File: src/rtl/gpio_irq_pkg.sv
package gpio_irq_pkg;

    // Register word indices
    localparam logic [3:0] W_IEN   = 4'd0;
    localparam logic [3:0] W_STAT  = 4'd1;
    localparam logic [3:0] W_DISP  = 4'd2;
    localparam logic [3:0] W_ICLR  = 4'd3;
    localparam logic [3:0] W_MSET  = 4'd4;
    localparam logic [3:0] W_MCLR  = 4'd5;
    localparam logic [3:0] W_DOUT  = 4'd6;
    localparam logic [3:0] W_DIN   = 4'd7;
    localparam logic [3:0] W_DIR   = 4'd8;
    localparam logic [3:0] W_MODE0 = 4'd9;
    localparam logic [3:0] W_MODE1 = 4'd10;
    localparam logic [3:0] W_USE   = 4'd14;
    localparam logic [3:0] W_SRST  = 4'd15;

    // Interrupt mode codes (bit 2 set selects both edges)
    localparam logic [2:0] MODE_FALL   = 3'b000;
    localparam logic [2:0] MODE_RISE   = 3'b001;
    localparam logic [2:0] MODE_LVL_LO = 3'b010;
    localparam logic [2:0] MODE_LVL_HI = 3'b011;

    localparam int unsigned FIELDS_PER_REG = 8;
    localparam int unsigned FIELD_W        = 4;
    localparam int unsigned CODE_W         = 3;

    // Writable bits of a mode register holding the given number of fields
    function automatic logic [31:0] mode_write_mask(input int unsigned fields);
        logic [31:0] m;
        m = '0;
        for (int i = 0; i < FIELDS_PER_REG; i++) begin
            if (i < fields) m[FIELD_W*i +: CODE_W] = '1;
        end
        return m;
    endfunction

endpackage

File: src/rtl/gpio_pin_sync.sv
module gpio_pin_sync #(
    parameter int unsigned W = 12
) (
    input  logic         clk,
    input  logic         rst_n,
    input  logic [W-1:0] async_i,
    output logic [W-1:0] sync_o,
    output logic [W-1:0] prev_o
);

    typedef struct packed {
        logic [W-1:0] stage1;
        logic [W-1:0] stage2;
        logic [W-1:0] prev;
    } sync_t;

    sync_t st_d, st_q;

    always_comb begin
        st_d        = st_q;
        st_d.stage1 = async_i;
        st_d.stage2 = st_q.stage1;
        st_d.prev   = st_q.stage2;
    end

    always_ff @(posedge clk or negedge rst_n) begin
        if (!rst_n) st_q <= '0;
        else        st_q <= st_d;
    end

    assign sync_o = st_q.stage2;
    assign prev_o = st_q.prev;

endmodule

File: src/rtl/gpio_event_detect.sv
module gpio_event_detect
    import gpio_irq_pkg::*;
#(
    parameter int unsigned N = 12
) (
    input  logic [N-1:0]             sync_i,
    input  logic [N-1:0]             prev_i,
    input  logic [N-1:0][CODE_W-1:0] code_i,
    output logic [N-1:0]             evt_o
);

    for (genvar p = 0; p < N; p++) begin : g_pin
        logic rise, fall;
        assign rise = sync_i[p] & ~prev_i[p];
        assign fall = ~sync_i[p] & prev_i[p];

        always_comb begin
            if (code_i[p][2]) begin
                evt_o[p] = rise | fall;
            end else begin
                case (code_i[p])
                    MODE_FALL:   evt_o[p] = fall;
                    MODE_RISE:   evt_o[p] = rise;
                    MODE_LVL_LO: evt_o[p] = ~sync_i[p];
                    MODE_LVL_HI: evt_o[p] = sync_i[p];
                    default:     evt_o[p] = 1'b0;
                endcase
            end
        end
    end

endmodule

File: src/rtl/gpio_irq_ctrl.sv
module gpio_irq_ctrl
    import gpio_irq_pkg::*;
#(
    parameter int unsigned NUM_PINS = 12
) (
    input  logic                clk,
    input  logic                rst_n,
    input  logic                bus_wr,
    input  logic [3:0]          bus_word,
    input  logic [31:0]         bus_wdata,
    output logic [31:0]         bus_rdata,
    input  logic [NUM_PINS-1:0] pin_in,
    output logic [NUM_PINS-1:0] pin_out,
    output logic [NUM_PINS-1:0] pin_oe,
    output logic                irq_out
);

    localparam int unsigned N = NUM_PINS;
    localparam int unsigned MODE0_FIELDS = (N < FIELDS_PER_REG) ? N : FIELDS_PER_REG;
    localparam int unsigned MODE1_FIELDS = (N > FIELDS_PER_REG) ? N - FIELDS_PER_REG : 0;
    localparam logic [31:0] MODE0_WMASK  = mode_write_mask(MODE0_FIELDS);
    localparam logic [31:0] MODE1_WMASK  = mode_write_mask(MODE1_FIELDS);

    typedef struct packed {
        logic [N-1:0] ien;
        logic [N-1:0] stat;
        logic [N-1:0] mask;
        logic [N-1:0] dout;
        logic [N-1:0] dir;
        logic [N-1:0] use_sel;
        logic [31:0]  mode0;
        logic [31:0]  mode1;
        logic         srst;
    } regs_t;

    regs_t r_d, r_q;

    logic [N-1:0]             sync_v, prev_v, evt;
    logic [N-1:0][CODE_W-1:0] codes;
    logic [N-1:0]             clr_bits, mset_bits, mclr_bits;
    logic                     srst_next;

    gpio_pin_sync #(.W(N)) sync_i (
        .clk     (clk),
        .rst_n   (rst_n),
        .async_i (pin_in),
        .sync_o  (sync_v),
        .prev_o  (prev_v)
    );

    for (genvar p = 0; p < N; p++) begin : g_code
        if (p < FIELDS_PER_REG) begin : g_lo
            assign codes[p] = r_q.mode0[FIELD_W*p +: CODE_W];
        end else begin : g_hi
            assign codes[p] = r_q.mode1[FIELD_W*(p-FIELDS_PER_REG) +: CODE_W];
        end
    end

    gpio_event_detect #(.N(N)) detect_i (
        .sync_i (sync_v),
        .prev_i (prev_v),
        .code_i (codes),
        .evt_o  (evt)
    );

    // Next-state computation for the whole register file
    always_comb begin
        r_d       = r_q;
        clr_bits  = '0;
        mset_bits = '0;
        mclr_bits = '0;
        srst_next = r_q.srst;

        if (bus_wr && bus_word == W_SRST) srst_next = bus_wdata[0];

        if (bus_wr && !r_q.srst) begin
            case (bus_word)
                W_IEN:   r_d.ien     = bus_wdata[N-1:0];
                W_ICLR:  clr_bits    = bus_wdata[N-1:0];
                W_MSET:  mset_bits   = bus_wdata[N-1:0];
                W_MCLR:  mclr_bits   = bus_wdata[N-1:0];
                W_DOUT:  r_d.dout    = bus_wdata[N-1:0];
                W_DIR:   r_d.dir     = bus_wdata[N-1:0];
                W_MODE0: r_d.mode0   = bus_wdata & MODE0_WMASK;
                W_MODE1: r_d.mode1   = bus_wdata & MODE1_WMASK;
                W_USE:   r_d.use_sel = bus_wdata[N-1:0];
                default: ;
            endcase
        end

        r_d.mask = (r_q.mask | mset_bits) & ~mclr_bits;
        // clear wins over a same-cycle event; a level event re-sets next cycle
        r_d.stat = (r_q.stat | (evt & r_q.ien)) & ~clr_bits;

        if (r_q.srst) r_d = '0;
        r_d.srst = srst_next;
    end

    always_ff @(posedge clk or negedge rst_n) begin
        if (!rst_n) r_q <= '0;
        else        r_q <= r_d;
    end

    // Read multiplexer
    always_comb begin
        bus_rdata = '0;
        case (bus_word)
            W_IEN:   bus_rdata[N-1:0] = r_q.ien;
            W_STAT:  bus_rdata[N-1:0] = r_q.stat;
            W_DISP:  bus_rdata[N-1:0] = r_q.stat & ~r_q.mask;
            W_MSET:  bus_rdata[N-1:0] = r_q.mask;
            W_DOUT:  bus_rdata[N-1:0] = r_q.dout;
            W_DIN:   bus_rdata[N-1:0] = sync_v;
            W_DIR:   bus_rdata[N-1:0] = r_q.dir;
            W_MODE0: bus_rdata        = r_q.mode0;
            W_MODE1: bus_rdata        = r_q.mode1;
            W_USE:   bus_rdata[N-1:0] = r_q.use_sel;
            W_SRST:  bus_rdata[0]     = r_q.srst;
            default: bus_rdata        = '0;
        endcase
    end

    assign pin_out = r_q.dout;
    assign pin_oe  = r_q.dir;
    assign irq_out = |(r_q.stat & ~r_q.mask);

endmodule

File: config.mk
export PLATFORM = sky130hd
export DESIGN_NAME = gpio_irq_ctrl
export DESIGN_NICKNAME = d
export VERILOG_FILES = /design/src/rtl/gpio_irq_pkg.sv /design/src/rtl/gpio_pin_sync.sv /design/src/rtl/gpio_event_detect.sv /design/src/rtl/gpio_irq_ctrl.sv
export SDC_FILE = /design/constraint.sdc
export NUM_CORES = 1
export LEC_CHECK = 0
export BUFFER_PORTS_ARGS = -buffer_cell sky130_fd_sc_hd__buf_2
export CORE_UTILIZATION = 32
export CTS_CLUSTER_DIAMETER = 40
export DETAILED_ROUTE_END_ITERATION = 8
export PLACE_DENSITY_LB_ADDON = 0.25
export SYNTH_ARGS = -nofsm -noshare
export SYNTH_HDL_FRONTEND = slang
export SYNTH_SLANG_ARGS = --single-unit
File: constraint.sdc
create_clock -name clk -period 3.1 [get_ports clk]
set_input_delay 0.155 -clock clk [delete_from_list [all_inputs] [get_ports clk]]
set_output_delay 0.155 -clock clk [all_outputs]
set_load 0.005 [all_outputs]
==> out/metrics.csv <==
stage,metric,value,unit
clocking,cts.clk_slew.worst_paths,0.06,ns
clocking,clockBufferDepth,2,
cells_and_area,multiInputGateArea,3630,µm²
critical_path,endpoint_kind,output port,
power,switching_share,28.1,%
critical_path,timing.rr.end,r_q[120],
timing,finalSetupViolations,0,
timing,max_slew.worst_pin.slew,0.906,ns
timing,post-route-period-util,70.9,%
cells_and_area,fin_nets,952,
timing,timing.fmax,455,MHz
yosys,synth_top_family_by_area,compound AO/OA/AOI/OAI gates,
place,place_hpwl,16400,µm
yosys,synth-simple-area-share,14.9,%
critical_path,cp_num_buf_inv,2,
yosys,netlist_instances,803,
grt,grt_pass1_wl,37600,µm
yosys,ys_ff_latch,145,
cells_and_area,ff_latch_area,3630,µm²
status,status,"complete, no violations",
power,p_int,3.72,mW
yosys,synth.most_common_cell,dfrtp_1,
clocking,clock-sinks,145,
yosys,synth_area_per_cell,9.83,µm²
clocking,clock_latency,0.43,ns
clocking,postCtsSetupRepairBufs,0,
grt,grt_pass1_vias,6273,
yosys,synth-edff-count,0,
die,start_util,32.5,%
timing,grt_setup_unrepaired,false,
detailed_routing,routed_wl,23600,µm
critical_path,max_stage_delay,0.49,ns
detailed_routing,vias_per_cell,5.19,
yosys,synth_top_area_share,46.0,%
grt,grt_usage,19.4,%
power,p_comb_share,13.6,%
critical_path,r2r_cells,3,
timing,hold_ws,0.0586,ns
timing,clock_skew,0.00671,ns
die,chipHeight,159,µm
cells_and_area,fillers,2459,
grt,grt_start_max_net_pins,70,
power,power.share.clock,43.3,%
grt,antenna_found_initial,2,
critical_path,crit_chain,"buf_2, nor3b_2, a22o_1, a222oi_1, nand4_1, buf_2",
critical_path,rr_startpoint,r_q[0],
worst_hold_path,hold_start,bus_wdata[3],
yosys,synth_mux_area_share,8.86,%
clocking,htree_levels,4,
yosys,synth_top_flop_cell,dfrtp_1,
critical_path,cp.required,2.94,ns
power,power,5.17,mW
timing,hold_violations,0,
die,ios,108,
detailed_routing,detail_route.wl_per_cell,19.4,µm
die,rows,57,
die,die_area,25300,µm²
critical_path,cp_top_family,compound AO/OA/AOI/OAI gates,
yosys,yosysSeqAreaShare,46.0,%
yosys,yosysUniqueCellTypes,59,
worst_hold_path,hold_path_class,primary input to flop,
detailed_routing,drc_errors,0,
detailed_routing,drt_iter0_markers,472,
yosys,synth-xor-area-share,1.11,%
die,die_width,159,µm
yosys,synth_fa_ha_area_share,3.80,%
yosys,yosys-top-cells-area,"dfrtp_1 46%, mux2i_1 7.9%, ha_1 3.8%",
cells_and_area,final_layout_size_suffix_gt1_share,18.1,%
power,power_leakage,4.37,nW
yosys,synthTopCellsByCount,"145 x dfrtp_1, 78 x nor2_1, 66 x nand2_1",
power,power.density,553,nW/µm²
clocking,cts_buffers,17,
critical_path,start_kind,primary input,
die,core,24200,µm²
clocking,cts_tree,yes,
worst_hold_path,holdPathEnd,r_q[68],
critical_path,crit_fanout,27,
timing,slew_violations,0,
cells_and_area,areaGrowthSynthToFinish,18.4,%
yosys,synth-compound-area-share,17.1,%
detailed_routing,vias,6306,
flow_run,drv_cap,0,
yosys,synth_area,7890,µm²
place,io_buffers,97,
worst_hold_path,hold_path_depth,3,
critical_path,slowest_stage,buf_2,
clocking,root_buffer,clkbuf_16,
grt,overflow,0,
critical_path,critPathKind,primary input to output port,
critical_path,cpMostUsedCell,buf_2,
yosys,yosys_warnings,0,
timing,relSlewSlack,39.4,%
critical_path,cp.arrival,2.04,ns
yosys,async_flop_share,100,%
power,seq_power_share,43.1,%
detailed_routing,drt.antenna.violating_nets,0,
place,gp_congestion,0.904,
yosys,synth_top_area_cell,dfrtp_1,
timing,fin_crit,2.20,ns
timing,tns,0,ns
power,net-switching-power,1.45,mW
power,ir_drop,0.402,mV
critical_path,rrSetupSlack,1.50,ns
detailed_routing,firstDrtPassIters,5,
-- registers in the layout, indices dropped and copies added (netlist names) --
signal / count
r_q: 49
codes: 36
pin_oe: 12
pin_out: 12
sync_i.prev_o: 12
sync_i.st_d: 12
sync_i.sync_o: 12
-- worst min-delay path: cells and delay by family --
family / cells / cell delay (ns)
compound gates: 1 / 0.06
simple gates: 1 / 0.07
buf+inv: 1 / 0.16
-- power groups by stage --
stage	logic (mW)	registers [mW]	clock network [mW]
6_report	0.702	2.23	2.24
5_1_grt	0.786	2.25	2.37
4_1_cts	0.709	2.23	2.29
3_5_place_dp	0.680	2.26	0
3_3_place_gp	0.671	2.26	0
2_1_floorplan	0.505	2.15	0
-- cell type report --
| class | count | share of cell area [%] |
|---|---|---|
| timing repair buffer | 142 | 9.89 |
| antenna | 1 | 0.0268 |
| tap | 324 | 4.34 |
| clock inverter | 12 | 1.90 |
| clock buffer | 20 | 4.89 |
| multi-input combinational | 539 | 38.8 |
| inverter | 32 | 1.28 |
| sequential | 145 | 38.9 |
-- how the worst max path moves through the flow --
stage	startpoint	endpoint	slack, ns	depth (start not counted)
4_1_cts	bus_word[1]	bus_rdata[5]	0.90	6
5_1_grt	bus_word[0]	bus_rdata[10]	0.73	7
2_1_floorplan	bus_word[1]	bus_rdata[11]	1.69	6
6_report	bus_word[1]	bus_rdata[5]	0.90	6
3_5_place_dp	bus_word[2]	codes[2]	0.88	6
3_3_place_gp	bus_word[2]	codes[2]	0.88	6
-- layout by cell type, fill, tap and decap left out, types with 17 or more instances in the layout --
| cell | instances |
|---|---|
| dfrtp_1 | 144 |
| buf_2 | 96 |
| nor2_1 | 78 |
| nand2_1 | 66 |
| mux2i_1 | 62 |
| a21oi_1 | 40 |
| inv_1 | 32 |
| nor2b_1 | 32 |
| dlygate4sd3_1 | 28 |
| ha_1 | 24 |
| a211oi_1 | 22 |
| a31oi_1 | 21 |
| a311oi_1 | 19 |
| o21ai_0 | 17 |
| clkbuf_16 | 17 |
-- logic make-up after synthesis --
group / Yosys count
buffers and inverters: 123
adders and majority gates: 24
muxes: 68
and+or+nand+nor: 242
AOI/OAI and AO/OA: 190
xor gates and xnor gates: 10
other: 1
DFF: 145
-- repair_timing --
action,CTS,global route
hold buffers,28,0
endpoints found under the hold margin,94,0
gates resized for setup,0,0
endpoints found under the setup margin,0,0
-- layer usage --
metal | up-vias | global-route usage (%) | routed length [µm]
li1 | 2955 | - | -
met1 | 3088 | 27.6 | 11100
met2 | 231 | 28.8 | 10300
met3 | 30 | 5.18 | 1740
met4 | 2 | 5.81 | 457
met5 | - | 0 | 13
-- per-stage QoR --
step / setup slack [ns] / utilization, % / std cells / instance area, µm²
2_1_floorplan: 1.69 / - / 807 / 7910
3_3_place_gp: 0.881 / 34.8 / 1154 / 8430
3_5_place_dp: 0.883 / 34.8 / 1154 / 8430
4_1_cts: 0.903 / 38.5 / 1214 / 9350
5_1_grt: 0.725 / 38.5 / 1214 / 9350
6_report: 0.901 / 38.6 / 1215 / 9350
Note: power is estimated with default switching activity, not from simulation.
